[config.mk]
export PLATFORM = sky130hd
export DESIGN_NAME = coh_evt_tap
export DESIGN_NICKNAME = d
export VERILOG_FILES = /design/src/rtl/cet_pkg.sv /design/src/rtl/cet_slv_src.sv /design/src/rtl/cet_mst_src.sv /design/src/rtl/cet_sec_gate.sv /design/src/rtl/coh_evt_tap.sv
export SDC_FILE = /design/constraint.sdc
export NUM_CORES = 1
export LEC_CHECK = 0
export BUFFER_PORTS_ARGS = -buffer_cell sky130_fd_sc_hd__buf_2
export CORE_MARGIN = 8
export CORE_UTILIZATION = 47
export DETAILED_ROUTE_END_ITERATION = 10
export PLACE_DENSITY = 0.87
export SYNTH_ARGS = -nofsm -noshare
export SYNTH_HDL_FRONTEND = slang
export SYNTH_HIERARCHICAL = 1
export SYNTH_SLANG_ARGS = --single-unit
[constraint.sdc]
create_clock -name clk -period 1.2 [get_ports clk]
set_clock_uncertainty 0.15 [all_clocks]
set_input_delay 0.18 -clock clk [delete_from_list [all_inputs] [get_ports clk]]
set_output_delay 0.18 -clock clk [all_outputs]
set_load 0.1 [all_outputs]
[src/rtl/cet_pkg.sv]
package cet_pkg;

  localparam int GLB_W = 16;
  localparam int MST_W = 7;
  localparam int SLV_W = 32;

  // slave event codes
  localparam int EV_AR_HS   = 0;
  localparam int EV_AR_CLS0 = 1;
  localparam int EV_R_HS    = 8;
  localparam int EV_R_HIT   = 9;
  localparam int EV_AW_HS   = 10;
  localparam int EV_AW_CLS0 = 11;
  localparam int EV_WEVICT  = 17;
  localparam int EV_W_HS    = 18;
  localparam int EV_AC_HS   = 19;
  localparam int EV_AC_RD   = 20;
  localparam int EV_AC_CI   = 21;
  localparam int EV_CR_DT   = 22;
  localparam int EV_AR_ST   = 23;
  localparam int EV_R_ST    = 24;
  localparam int EV_AW_ST   = 25;
  localparam int EV_W_ST    = 26;
  localparam int EV_B_ST    = 27;
  localparam int EV_AC_ST   = 28;
  localparam int EV_CD_ST   = 29;
  localparam int EV_OT_ST   = 30;
  localparam int EV_ARB_ST  = 31;

  localparam int RD_CLS_N = 7;  // classes 0..6 counted
  localparam int WR_CLS_N = 6;  // classes 0..5 counted, 6 is write-evict

  // master event codes
  localparam int MEV_R_HS  = 0;
  localparam int MEV_W_HS  = 1;
  localparam int MEV_AR_ST = 2;
  localparam int MEV_R_ST  = 3;
  localparam int MEV_AW_ST = 4;
  localparam int MEV_W_ST  = 5;
  localparam int MEV_B_ST  = 6;

  localparam logic [SLV_W-1:0] SLV_EXEMPT =
      (SLV_W'(1) << EV_R_HS)  | (SLV_W'(1) << EV_R_HIT) |
      (SLV_W'(1) << EV_W_HS)  | (SLV_W'(1) << EV_CR_DT) |
      (SLV_W'(1) << EV_R_ST)  | (SLV_W'(1) << EV_W_ST)  |
      (SLV_W'(1) << EV_B_ST)  | (SLV_W'(1) << EV_CD_ST);

  localparam logic [MST_W-1:0] MST_EXEMPT =
      (MST_W'(1) << MEV_R_HS) | (MST_W'(1) << MEV_W_HS) |
      (MST_W'(1) << MEV_R_ST) | (MST_W'(1) << MEV_W_ST) |
      (MST_W'(1) << MEV_B_ST);

  typedef enum logic [1:0] {
    SNP_READ  = 2'd0,
    SNP_CLINV = 2'd1,
    SNP_OTH2  = 2'd2,
    SNP_OTH3  = 2'd3
  } snp_cls_e;

endpackage

[src/rtl/cet_slv_src.sv]
module cet_slv_src
  import cet_pkg::*;
(
  input  logic             clk,
  input  logic             rst_n,
  input  logic             ar_valid,
  input  logic             ar_ready,
  input  logic [2:0]       ar_cls,
  input  logic             ar_ns,
  input  logic             r_valid,
  input  logic             r_ready,
  input  logic             r_last,
  input  logic             r_snp_hit,
  input  logic             aw_valid,
  input  logic             aw_ready,
  input  logic [2:0]       aw_cls,
  input  logic             aw_ns,
  input  logic             w_valid,
  input  logic             w_ready,
  input  logic             b_valid,
  input  logic             b_ready,
  input  logic             ac_valid,
  input  logic             ac_ready,
  input  logic [1:0]       ac_cls,
  input  logic             ac_ns,
  input  logic             cr_valid,
  input  logic             cr_ready,
  input  logic             cr_resp0,
  input  logic             cd_valid,
  input  logic             cd_ready,
  input  logic             ot_stall,
  input  logic             arb_stall,
  output logic [SLV_W-1:0] raw,
  output logic [SLV_W-1:0] ns
);

  logic ar_hs, r_hs, aw_hs, w_hs, ac_hs, cr_hs;
  logic last_req_ns, last_ar_ns;
  snp_cls_e snp;

  assign ar_hs = ar_valid & ar_ready;
  assign r_hs  = r_valid  & r_ready;
  assign aw_hs = aw_valid & aw_ready;
  assign w_hs  = w_valid  & w_ready;
  assign ac_hs = ac_valid & ac_ready;
  assign cr_hs = cr_valid & cr_ready;
  assign snp   = snp_cls_e'(ac_cls);

  // remembered security of accepted requests, reset to Secure
  always_ff @(posedge clk or negedge rst_n) begin
    if (!rst_n) begin
      last_ar_ns  <= 1'b0;
      last_req_ns <= 1'b0;
    end else begin
      if (ar_hs) last_ar_ns <= ar_ns;
      if (ar_hs)      last_req_ns <= ar_ns;
      else if (aw_hs) last_req_ns <= aw_ns;
    end
  end

  always_comb begin
    raw = '0;
    raw[EV_AR_HS] = ar_hs;
    for (int k = 0; k < RD_CLS_N; k++)
      raw[EV_AR_CLS0 + k] = ar_hs && (ar_cls == 3'(k));
    raw[EV_R_HS]  = r_hs;
    raw[EV_R_HIT] = r_hs && r_last && r_snp_hit;
    raw[EV_AW_HS] = aw_hs;
    for (int k = 0; k < WR_CLS_N; k++)
      raw[EV_AW_CLS0 + k] = aw_hs && (aw_cls == 3'(k));
    raw[EV_WEVICT] = 1'b0;
    raw[EV_W_HS]   = w_hs;
    raw[EV_AC_HS]  = ac_hs;
    raw[EV_AC_RD]  = ac_hs && (snp == SNP_READ);
    raw[EV_AC_CI]  = ac_hs && (snp == SNP_CLINV);
    raw[EV_CR_DT]  = cr_hs && !cr_resp0;
    raw[EV_AR_ST]  = ar_valid && !ar_ready;
    raw[EV_R_ST]   = r_valid  && !r_ready;
    raw[EV_AW_ST]  = aw_valid && !aw_ready;
    raw[EV_W_ST]   = w_valid  && !w_ready;
    raw[EV_B_ST]   = b_valid  && !b_ready;
    raw[EV_AC_ST]  = ac_valid && !ac_ready;
    raw[EV_CD_ST]  = cd_valid && !cd_ready;
    raw[EV_OT_ST]  = ot_stall;
    raw[EV_ARB_ST] = arb_stall;
  end

  always_comb begin
    ns = '1;
    for (int k = EV_AR_HS; k <= EV_AR_CLS0 + RD_CLS_N - 1; k++) ns[k] = ar_ns;
    ns[EV_AR_ST] = ar_ns;
    for (int k = EV_AW_HS; k <= EV_WEVICT; k++) ns[k] = aw_ns;
    ns[EV_AW_ST] = aw_ns;
    ns[EV_AC_HS] = ac_ns;
    ns[EV_AC_RD] = ac_ns;
    ns[EV_AC_CI] = ac_ns;
    ns[EV_AC_ST] = ac_ns;
    ns[EV_OT_ST]  = last_req_ns;
    ns[EV_ARB_ST] = last_ar_ns;
  end

  // a snoop-hit pulse is always a read data handshake
  a_r2_hit_is_hs: assert property (@(posedge clk) disable iff (!rst_n)
    raw[EV_R_HIT] |-> raw[EV_R_HS]);

  // at most one read class bit per cycle
  a_r1_one_class: assert property (@(posedge clk) disable iff (!rst_n)
    $onehot0(raw[EV_AR_CLS0 +: RD_CLS_N]));

  // held read security follows the last accepted read request
  a_r9_ar_hold: assert property (@(posedge clk) disable iff (!rst_n)
    ar_hs |=> ns[EV_ARB_ST] == $past(ar_ns));

endmodule

[src/rtl/cet_mst_src.sv]
module cet_mst_src
  import cet_pkg::*;
(
  input  logic             ar_valid,
  input  logic             ar_ready,
  input  logic             ar_ns,
  input  logic             r_valid,
  input  logic             r_ready,
  input  logic             aw_valid,
  input  logic             aw_ready,
  input  logic             aw_ns,
  input  logic             w_valid,
  input  logic             w_ready,
  input  logic             b_valid,
  input  logic             b_ready,
  output logic [MST_W-1:0] raw,
  output logic [MST_W-1:0] ns
);

  always_comb begin
    raw = '0;
    raw[MEV_R_HS]  = r_valid  && r_ready;
    raw[MEV_W_HS]  = w_valid  && w_ready;
    raw[MEV_AR_ST] = ar_valid && !ar_ready;
    raw[MEV_R_ST]  = r_valid  && !r_ready;
    raw[MEV_AW_ST] = aw_valid && !aw_ready;
    raw[MEV_W_ST]  = w_valid  && !w_ready;
    raw[MEV_B_ST]  = b_valid  && !b_ready;
  end

  always_comb begin
    ns = '1;
    ns[MEV_AR_ST] = ar_ns;
    ns[MEV_AW_ST] = aw_ns;
  end

endmodule

[src/rtl/cet_sec_gate.sv]
module cet_sec_gate #(
  parameter int          W      = 32,
  parameter logic [W-1:0] EXEMPT = '0
) (
  input  logic         clk,
  input  logic         rst_n,
  input  logic         permit,
  input  logic [W-1:0] raw,
  input  logic [W-1:0] ns,
  output logic [W-1:0] evt
);

  logic [W-1:0] pass;

  assign pass = raw & (EXEMPT | ns | {W{permit}});

  always_ff @(posedge clk or negedge rst_n) begin
    if (!rst_n) evt <= '0;
    else        evt <= pass;
  end

  // closed gate never lets a Secure non-exempt event out
  a_r7_drop_secure: assert property (@(posedge clk) disable iff (!rst_n)
    !permit |=> (evt & $past(~ns & ~EXEMPT)) == '0);

  // exempt events follow raw activity whatever the gate state
  a_r8_exempt_pass: assert property (@(posedge clk) disable iff (!rst_n)
    1'b1 |=> (evt & EXEMPT) == ($past(raw) & EXEMPT));

endmodule

[src/rtl/coh_evt_tap.sv]
module coh_evt_tap
  import cet_pkg::*;
#(
  parameter  int NUM_MST = 1,
  parameter  int NUM_SLV = 2,
  localparam int MST_BASE = GLB_W,
  localparam int SLV_BASE = GLB_W + MST_W * NUM_MST,
  localparam int BUS_W    = SLV_BASE + SLV_W * NUM_SLV
) (
  input  logic                    clk,
  input  logic                    rst_n,
  input  logic                    dbg_en,
  input  logic                    sec_dbg_en,
  input  logic                    sec_observe_en,
  input  logic [GLB_W-1:0]        glb_evt,
  input  logic [NUM_MST-1:0]      m_ar_valid,
  input  logic [NUM_MST-1:0]      m_ar_ready,
  input  logic [NUM_MST-1:0]      m_ar_ns,
  input  logic [NUM_MST-1:0]      m_r_valid,
  input  logic [NUM_MST-1:0]      m_r_ready,
  input  logic [NUM_MST-1:0]      m_aw_valid,
  input  logic [NUM_MST-1:0]      m_aw_ready,
  input  logic [NUM_MST-1:0]      m_aw_ns,
  input  logic [NUM_MST-1:0]      m_w_valid,
  input  logic [NUM_MST-1:0]      m_w_ready,
  input  logic [NUM_MST-1:0]      m_b_valid,
  input  logic [NUM_MST-1:0]      m_b_ready,
  input  logic [NUM_SLV-1:0]      s_ar_valid,
  input  logic [NUM_SLV-1:0]      s_ar_ready,
  input  logic [NUM_SLV-1:0][2:0] s_ar_cls,
  input  logic [NUM_SLV-1:0]      s_ar_ns,
  input  logic [NUM_SLV-1:0]      s_r_valid,
  input  logic [NUM_SLV-1:0]      s_r_ready,
  input  logic [NUM_SLV-1:0]      s_r_last,
  input  logic [NUM_SLV-1:0]      s_r_snp_hit,
  input  logic [NUM_SLV-1:0]      s_aw_valid,
  input  logic [NUM_SLV-1:0]      s_aw_ready,
  input  logic [NUM_SLV-1:0][2:0] s_aw_cls,
  input  logic [NUM_SLV-1:0]      s_aw_ns,
  input  logic [NUM_SLV-1:0]      s_w_valid,
  input  logic [NUM_SLV-1:0]      s_w_ready,
  input  logic [NUM_SLV-1:0]      s_b_valid,
  input  logic [NUM_SLV-1:0]      s_b_ready,
  input  logic [NUM_SLV-1:0]      s_ac_valid,
  input  logic [NUM_SLV-1:0]      s_ac_ready,
  input  logic [NUM_SLV-1:0][1:0] s_ac_cls,
  input  logic [NUM_SLV-1:0]      s_ac_ns,
  input  logic [NUM_SLV-1:0]      s_cr_valid,
  input  logic [NUM_SLV-1:0]      s_cr_ready,
  input  logic [NUM_SLV-1:0]      s_cr_resp0,
  input  logic [NUM_SLV-1:0]      s_cd_valid,
  input  logic [NUM_SLV-1:0]      s_cd_ready,
  input  logic [NUM_SLV-1:0]      s_ot_stall,
  input  logic [NUM_SLV-1:0]      s_arb_stall,
  output logic [BUS_W-1:0]        evt_bus
);

  logic permit;
  logic [GLB_W-1:0] glb_q;
  logic [NUM_MST-1:0][MST_W-1:0] mst_evt;
  logic [NUM_SLV-1:0][SLV_W-1:0] slv_evt;

  assign permit = sec_observe_en | (dbg_en & sec_dbg_en);

  always_ff @(posedge clk or negedge rst_n) begin
    if (!rst_n) glb_q <= '0;
    else        glb_q <= glb_evt;
  end

  for (genvar m = 0; m < NUM_MST; m++) begin : g_mst
    logic [MST_W-1:0] raw, ns;

    cet_mst_src u_src (
      .ar_valid (m_ar_valid[m]), .ar_ready (m_ar_ready[m]), .ar_ns (m_ar_ns[m]),
      .r_valid  (m_r_valid[m]),  .r_ready  (m_r_ready[m]),
      .aw_valid (m_aw_valid[m]), .aw_ready (m_aw_ready[m]), .aw_ns (m_aw_ns[m]),
      .w_valid  (m_w_valid[m]),  .w_ready  (m_w_ready[m]),
      .b_valid  (m_b_valid[m]),  .b_ready  (m_b_ready[m]),
      .raw      (raw),           .ns       (ns)
    );

    cet_sec_gate #(.W(MST_W), .EXEMPT(MST_EXEMPT)) u_gate (
      .clk (clk), .rst_n (rst_n), .permit (permit),
      .raw (raw), .ns (ns), .evt (mst_evt[m])
    );
  end

  for (genvar s = 0; s < NUM_SLV; s++) begin : g_slv
    logic [SLV_W-1:0] raw, ns;
    localparam int B = SLV_BASE + SLV_W * s;

    cet_slv_src u_src (
      .clk       (clk),            .rst_n     (rst_n),
      .ar_valid  (s_ar_valid[s]),  .ar_ready  (s_ar_ready[s]),
      .ar_cls    (s_ar_cls[s]),    .ar_ns     (s_ar_ns[s]),
      .r_valid   (s_r_valid[s]),   .r_ready   (s_r_ready[s]),
      .r_last    (s_r_last[s]),    .r_snp_hit (s_r_snp_hit[s]),
      .aw_valid  (s_aw_valid[s]),  .aw_ready  (s_aw_ready[s]),
      .aw_cls    (s_aw_cls[s]),    .aw_ns     (s_aw_ns[s]),
      .w_valid   (s_w_valid[s]),   .w_ready   (s_w_ready[s]),
      .b_valid   (s_b_valid[s]),   .b_ready   (s_b_ready[s]),
      .ac_valid  (s_ac_valid[s]),  .ac_ready  (s_ac_ready[s]),
      .ac_cls    (s_ac_cls[s]),    .ac_ns     (s_ac_ns[s]),
      .cr_valid  (s_cr_valid[s]),  .cr_ready  (s_cr_ready[s]),
      .cr_resp0  (s_cr_resp0[s]),
      .cd_valid  (s_cd_valid[s]),  .cd_ready  (s_cd_ready[s]),
      .ot_stall  (s_ot_stall[s]),  .arb_stall (s_arb_stall[s]),
      .raw       (raw),            .ns        (ns)
    );

    cet_sec_gate #(.W(SLV_W), .EXEMPT(SLV_EXEMPT)) u_gate (
      .clk (clk), .rst_n (rst_n), .permit (permit),
      .raw (raw), .ns (ns), .evt (slv_evt[s])
    );

    // a visible read request handshake shows up one cycle later
    a_r1_ar_hs: assert property (@(posedge clk) disable iff (!rst_n)
      s_ar_valid[s] && s_ar_ready[s] && (s_ar_ns[s] || permit)
      |=> evt_bus[B + EV_AR_HS]);

    // write-evict class never produces its event
    a_r4_no_wevict: assert property (@(posedge clk) disable iff (!rst_n)
      s_aw_valid[s] && s_aw_ready[s] && s_aw_cls[s] == 3'd6
      |=> !evt_bus[B + EV_WEVICT] && evt_bus[B + EV_AW_HS] == $past(s_aw_ns[s] || permit));

    // handshake and stall on one channel are exclusive
    a_r6_excl: assert property (@(posedge clk) disable iff (!rst_n)
      !(evt_bus[B + EV_AR_HS] && evt_bus[B + EV_AR_ST]));
  end

  assign evt_bus = {slv_evt, mst_evt, glb_q};

  // global events pass with one cycle of latency
  a_r11_glb: assert property (@(posedge clk) disable iff (!rst_n)
    1'b1 |=> evt_bus[GLB_W-1:0] == $past(glb_evt));

endmodule

== After elaboration in Yosys (flattened, before gate mapping) ==
Index checks and enable logic that the tools add are counted.
Operators by class
  bitwise gates (word level): 20
  muxes and demuxes: 4
  equality and inequality tests: 24
  reductions and logical operators: 86
Operators with widths (count)
  $and 32x32->32: 2
  $or 32x32->32: 2
  $logic_and 1x1->1: 57
  $eq 3x3->1 const B: 10
  $eq 3x2->1 const B: 8
  $logic_not 1->1: 21
  $and 1x1->1: 13
  $eq 3x1->1 const B: 4
  $logic_not 3->1: 4
  $and 7x7->7: 1
  $or 7x7->7: 1
  $eq 2x1->1 const B: 2
  $logic_not 2->1: 2
  $mux 1: 4
  $reduce_bool 2->1: 2
  $or 1x1->1: 1
Storage, ports and cells
  input bits: 97
  output and inout port bits: 87
  bits in registers: 91
  logic and storage cells: 142

== Depth between registers and ports, before layout ==
  depth in word-level cells: 4
  mapped depth: 4
  depth with buffers taken out: 3

== Modules after synthesis ==
The synthesis kept the hierarchy.
By module, submodules not included
  cet_sec_gate at g_slv[0].u_gate ...: times used 2, cells an instance 58, area each 1003.5 um2
  cet_slv_src: times used 2, cells an instance 91, area each 623.1 um2
  coh_evt_tap: times used 1, cells an instance 17, area each 407.9 um2
  cet_sec_gate at g_mst[0].u_gate: times used 1, cells an instance 9, area each 190.2 um2
  cet_mst_src: times used 1, cells an instance 15, area each 100.1 um2

== Worst setup path before layout ==
No wires, ideal clock.
  path kind: reg-to-output
  from: register glb_q[0]
  to: output port evt_bus[0]
  slack: -0.013 ns
  cell stages (with the launch flop): 1
  path buffers: 0
  arrival time: 0.883 ns
  data required time: 0.870 ns
  cell sequence: dfrtp_1
RTL lines
  from (decl): line coh_evt_tap.sv:59  | logic [GLB_W-1:0] glb_q;
  from (signal assigned): line coh_evt_tap.sv:67  | else glb_q <= glb_evt;
  to (decl): line coh_evt_tap.sv:55  | output logic [BUS_W-1:0] evt_bus
No word-level cell between the ends.

== Final worst setup path ==
  from: register glb_q[0]
  to: output port evt_bus[0]
No word-level cell between the ends.

==> impl_results.rst <==
.. list-table::
   :header-rows: 1

   * - Metric
     - Value
   * - Share of total power consumed by net switching
     - 35.4%
   * - Max stage delay cell, worst path
     - sky130_fd_sc_hd__dfrtp_2
   * - Final antenna-violating net count
     - 0
   * - Max Slew Vio Count
     - 0
   * - GPL Wtd Cong
     - about 0.76
   * - Gate power share
     - 29.5%
   * - Nets
     - 621
   * - Residual DRC count
     - 0
   * - First DRT Iteration DRCs
     - 143
   * - GRT Total Usage
     - between 20 and 30%
   * - Bufs and invs on worst path
     - 1
   * - Worst reg2reg path startpoint
     - g_slv[0].u_src/last_req_ns$_DFFE_PN0P_
   * - Ordered list of cells on the worst path
     - buf_12
   * - RSZ-0062 raised after global routing
     - yes
   * - Terminating pin of the worst hold path
     - g_slv[1].u_gate/evt[11]$_DFF_PN0_
   * - Switching power total
     - 2730 uW
   * - Buffers added on ports
     - 183
   * - Clock tree from TritonCTS
     - done
   * - Hold Path Stages
     - 3
   * - Sink Count
     - a little over 90
   * - H-tree depth reported by CTS
     - 3
   * - Non-filler instance count after layout
     - 636
   * - Final number of hold-violating endpoints
     - 0
   * - Count of synthesis-stage warnings from yosys
     - 6
   * - Sequential Power Share
     - 43.6%
   * - I/O pins
     - 184
   * - Pin count of the biggest net entering global routing
     - 51
   * - Aggregate global routing overflow
     - 0
   * - Min Clock Period, post-route
     - around 1400 ps
   * - Worst setup slack after layout
     - -161 ps
   * - Max Root-Sink Buffers
     - 2
   * - Run status
     - finished, violations left
   * - Crit path launch type
     - flip-flop
   * - Depth of the worst register-to-register path
     - 2
   * - Largest stage delay on the critical path
     - roughly 470 ps
   * - Min Hold Slack
     - about 3.2 ps
   * - Number of nets produced by synthesis
     - 412
   * - Count of buffers added by post-CTS timing repair for setup
     - 0
   * - Critical Path RT
     - 870 ps
   * - Pwr Density
     - 1130 mW/mm^2
   * - Die boundary width
     - 106 um
   * - Mapped Area
     - between 0.003 and 0.004 mm^2
   * - Clock latency of the later-clocked register in the worst-skew pair
     - 340 ps
   * - Worst setup path category
     - flip-flop to output port
   * - Via count of the first global-routing pass
     - about 3800
   * - Routed wire per std cell
     - approximately 26 um
   * - Global-route wire length before repair
     - 24800 um
   * - Maximum achievable frequency
     - 735 MHz
   * - Number of vias in the routed layout
     - ~3400
   * - Top delay family on crit path
     - flip-flops
   * - Cell leakage power
     - 0.00305 uW
   * - Path category of the worst min-delay check
     - input port to flip-flop
   * - Number of antenna violations at the first check in global routing
     - 6
   * - CP arrival
     - a little over 1000 ps
   * - Chip height
     - 106 um
   * - Count of TritonRoute iterations in the first routing pass
     - 4
   * - Final WL
     - ~17000 um
   * - Critical-path maximum fanout
     - 1
   * - Number of standard-cell rows in the floorplan
     - 32
   * - Half-perimeter wire length after detailed placement
     - approximately 9400 um
   * - Mapped Cells
     - 315
   * - Syn avg cell area
     - between 10 and 15 um^2
   * - Max-cap violation count
     - 0
   * - Clock network fraction of total power
     - 26.9%
   * - Total die area
     - 0.0112 mm^2
   * - Final core utilization
     - about 88%
   * - Synth-to-Final Area Change
     - 80.6%
   * - Fraction of layout instances using a drive strength above 1
     - 58.2%
   * - Ratio of final minimum period to clock period
     - 113%
   * - Reg2reg setup slack
     - 230 ps
   * - Number of instances in the placed design
     - ~540
   * - Internal power
     - 4980 uW
   * - CTS buffer count
     - 9
   * - Total setup violations reported at the end of the flow
     - 90
   * - Violations in the final reports
     - negative setup slack
   * - Largest vdd supply drop
     - 0.000756 V
   * - Buffer cell driving the clock tree root
     - sky130_fd_sc_hd__clkbuf_8
   * - Placeable core area
     - 0.00777 mm^2
   * - Clock edge transition at the registers on the reported setup and hold paths
     - 120 ps
   * - Detail-routed via count per cell
     - ~5.3
   * - Terminus of the critical flop-to-flop path
     - g_slv[0].u_src/last_req_ns$_DFFE_PN0P_
   * - Source of the worst hold timing path
     - s_aw_cls[5]
   * - Starting utilization of the core area
     - 48.7%
   * - Kind of end point of the critical path
     - output port
-- power by group through the flow --
stage / Clock [uW] / Combinational, uW / Sequential [uW]
global placement: 0 / 1920 / 3390
detailed placement: 0 / 1970 / 3410
CTS: 2020 / 2200 / 3350
floorplan: 0 / 373 / 4210
finish: 2070 / 2270 / 3360
global route: 2220 / 2340 / 3370
-- cell type report --
cell class,count,area (um^2)
timing repair buffer,268,3100
sequential,91,2390
multi-input combinational,144,976
fill,298,937
clock buffer,11,151
tap,102,128
inverter,10,37.5
clock inverter,5,36.3
antenna,5,12.5
-- per-layer routing --
metal	vias up	GRT usage (%)	share of wire, %
li1	1394	-	-
met1	1691	30.2	33
met2	245	51.2	52
met3	55	11.0	9.6
met4	0	16.1	4.5
met5	-	0	0
-- worst max-delay path by stage --
stage / cells after the start / end / from
2_1_floorplan: 3 / g_slv[0].u_gate/evt[14]$_DFF_PN0_ / dbg_en
3_3_place_gp: 4 / g_slv[1].u_gate/evt[4]$_DFF_PN0_ / dbg_en
3_5_place_dp: 4 / g_slv[1].u_gate/evt[15]$_DFF_PN0_ / dbg_en
4_1_cts: 1 / evt_bus[0] / glb_q[0]$_DFF_PN0_
5_1_grt: 1 / evt_bus[0] / glb_q[0]$_DFF_PN0_
6_report: 1 / evt_bus[0] / glb_q[0]$_DFF_PN0_
-- cell usage in the layout, fill, tap and decap left out, types with 2 or more instances in the layout --
master and instances:
sky130_fd_sc_hd__and2_1 6, sky130_fd_sc_hd__nor2_1 14, sky130_fd_sc_hd__nor4_1 2, sky130_fd_sc_hd__a21bo_2 2, sky130_fd_sc_hd__conb_1 2, sky130_fd_sc_hd__nand2_2 2, sky130_fd_sc_hd__dfrtp_1 4, sky130_fd_sc_hd__o21a_1 50
sky130_fd_sc_hd__nor3_1 8, sky130_fd_sc_hd__mux2_4 2, sky130_fd_sc_hd__inv_1 10, sky130_fd_sc_hd__buf_4 3, sky130_fd_sc_hd__dlygate4sd3_1 80, sky130_fd_sc_hd__and3b_2 2, sky130_fd_sc_hd__nor4_2 3, sky130_fd_sc_hd__a31oi_1 2
sky130_fd_sc_hd__nand2b_1 6, sky130_fd_sc_hd__dfrtp_2 87, sky130_fd_sc_hd__buf_12 90, sky130_fd_sc_hd__diode_2 5, sky130_fd_sc_hd__nor3_2 2, sky130_fd_sc_hd__clkinvlp_4 3, sky130_fd_sc_hd__nor3b_1 2, sky130_fd_sc_hd__clkbuf_8 11
sky130_fd_sc_hd__nor2b_1 17, sky130_fd_sc_hd__nand3b_1 2, sky130_fd_sc_hd__and2b_2 2, sky130_fd_sc_hd__nand3_1 6, sky130_fd_sc_hd__buf_2 94, sky130_fd_sc_hd__nand2_1 8
-- repair_timing --
action,CTS,global route
hold endpoints to repair,161,1
setup endpoints to repair,87,94
hold buffers,82,1
gates cloned,0,0
pin swaps,0,1
resized for setup,0,9
-- per-stage QoR --
step           cell area [um^2]  total power, uW  setup TNS [ps]  setup slack [ps]
6_report                   6830             7710           -8050              -161
5_1_grt                    6830             7930          -10260              -168
4_1_cts                    6790             7570           -8340              -128
3_5_place_dp               5780             5380               0              20.4
3_3_place_gp               5780             5310               0              68.4
2_1_floorplan              3890             4580               0              99.5
-- state kept, by name, summed over array words and instances (netlist names) --
register,count
g_mst.u_gate/evt,7
g_slv.u_gate/evt,64
g_slv.u_src/last_ar_ns,2
g_slv.u_src/last_req_ns,2
glb_q,16
Power figures use the tool's default switching activity.
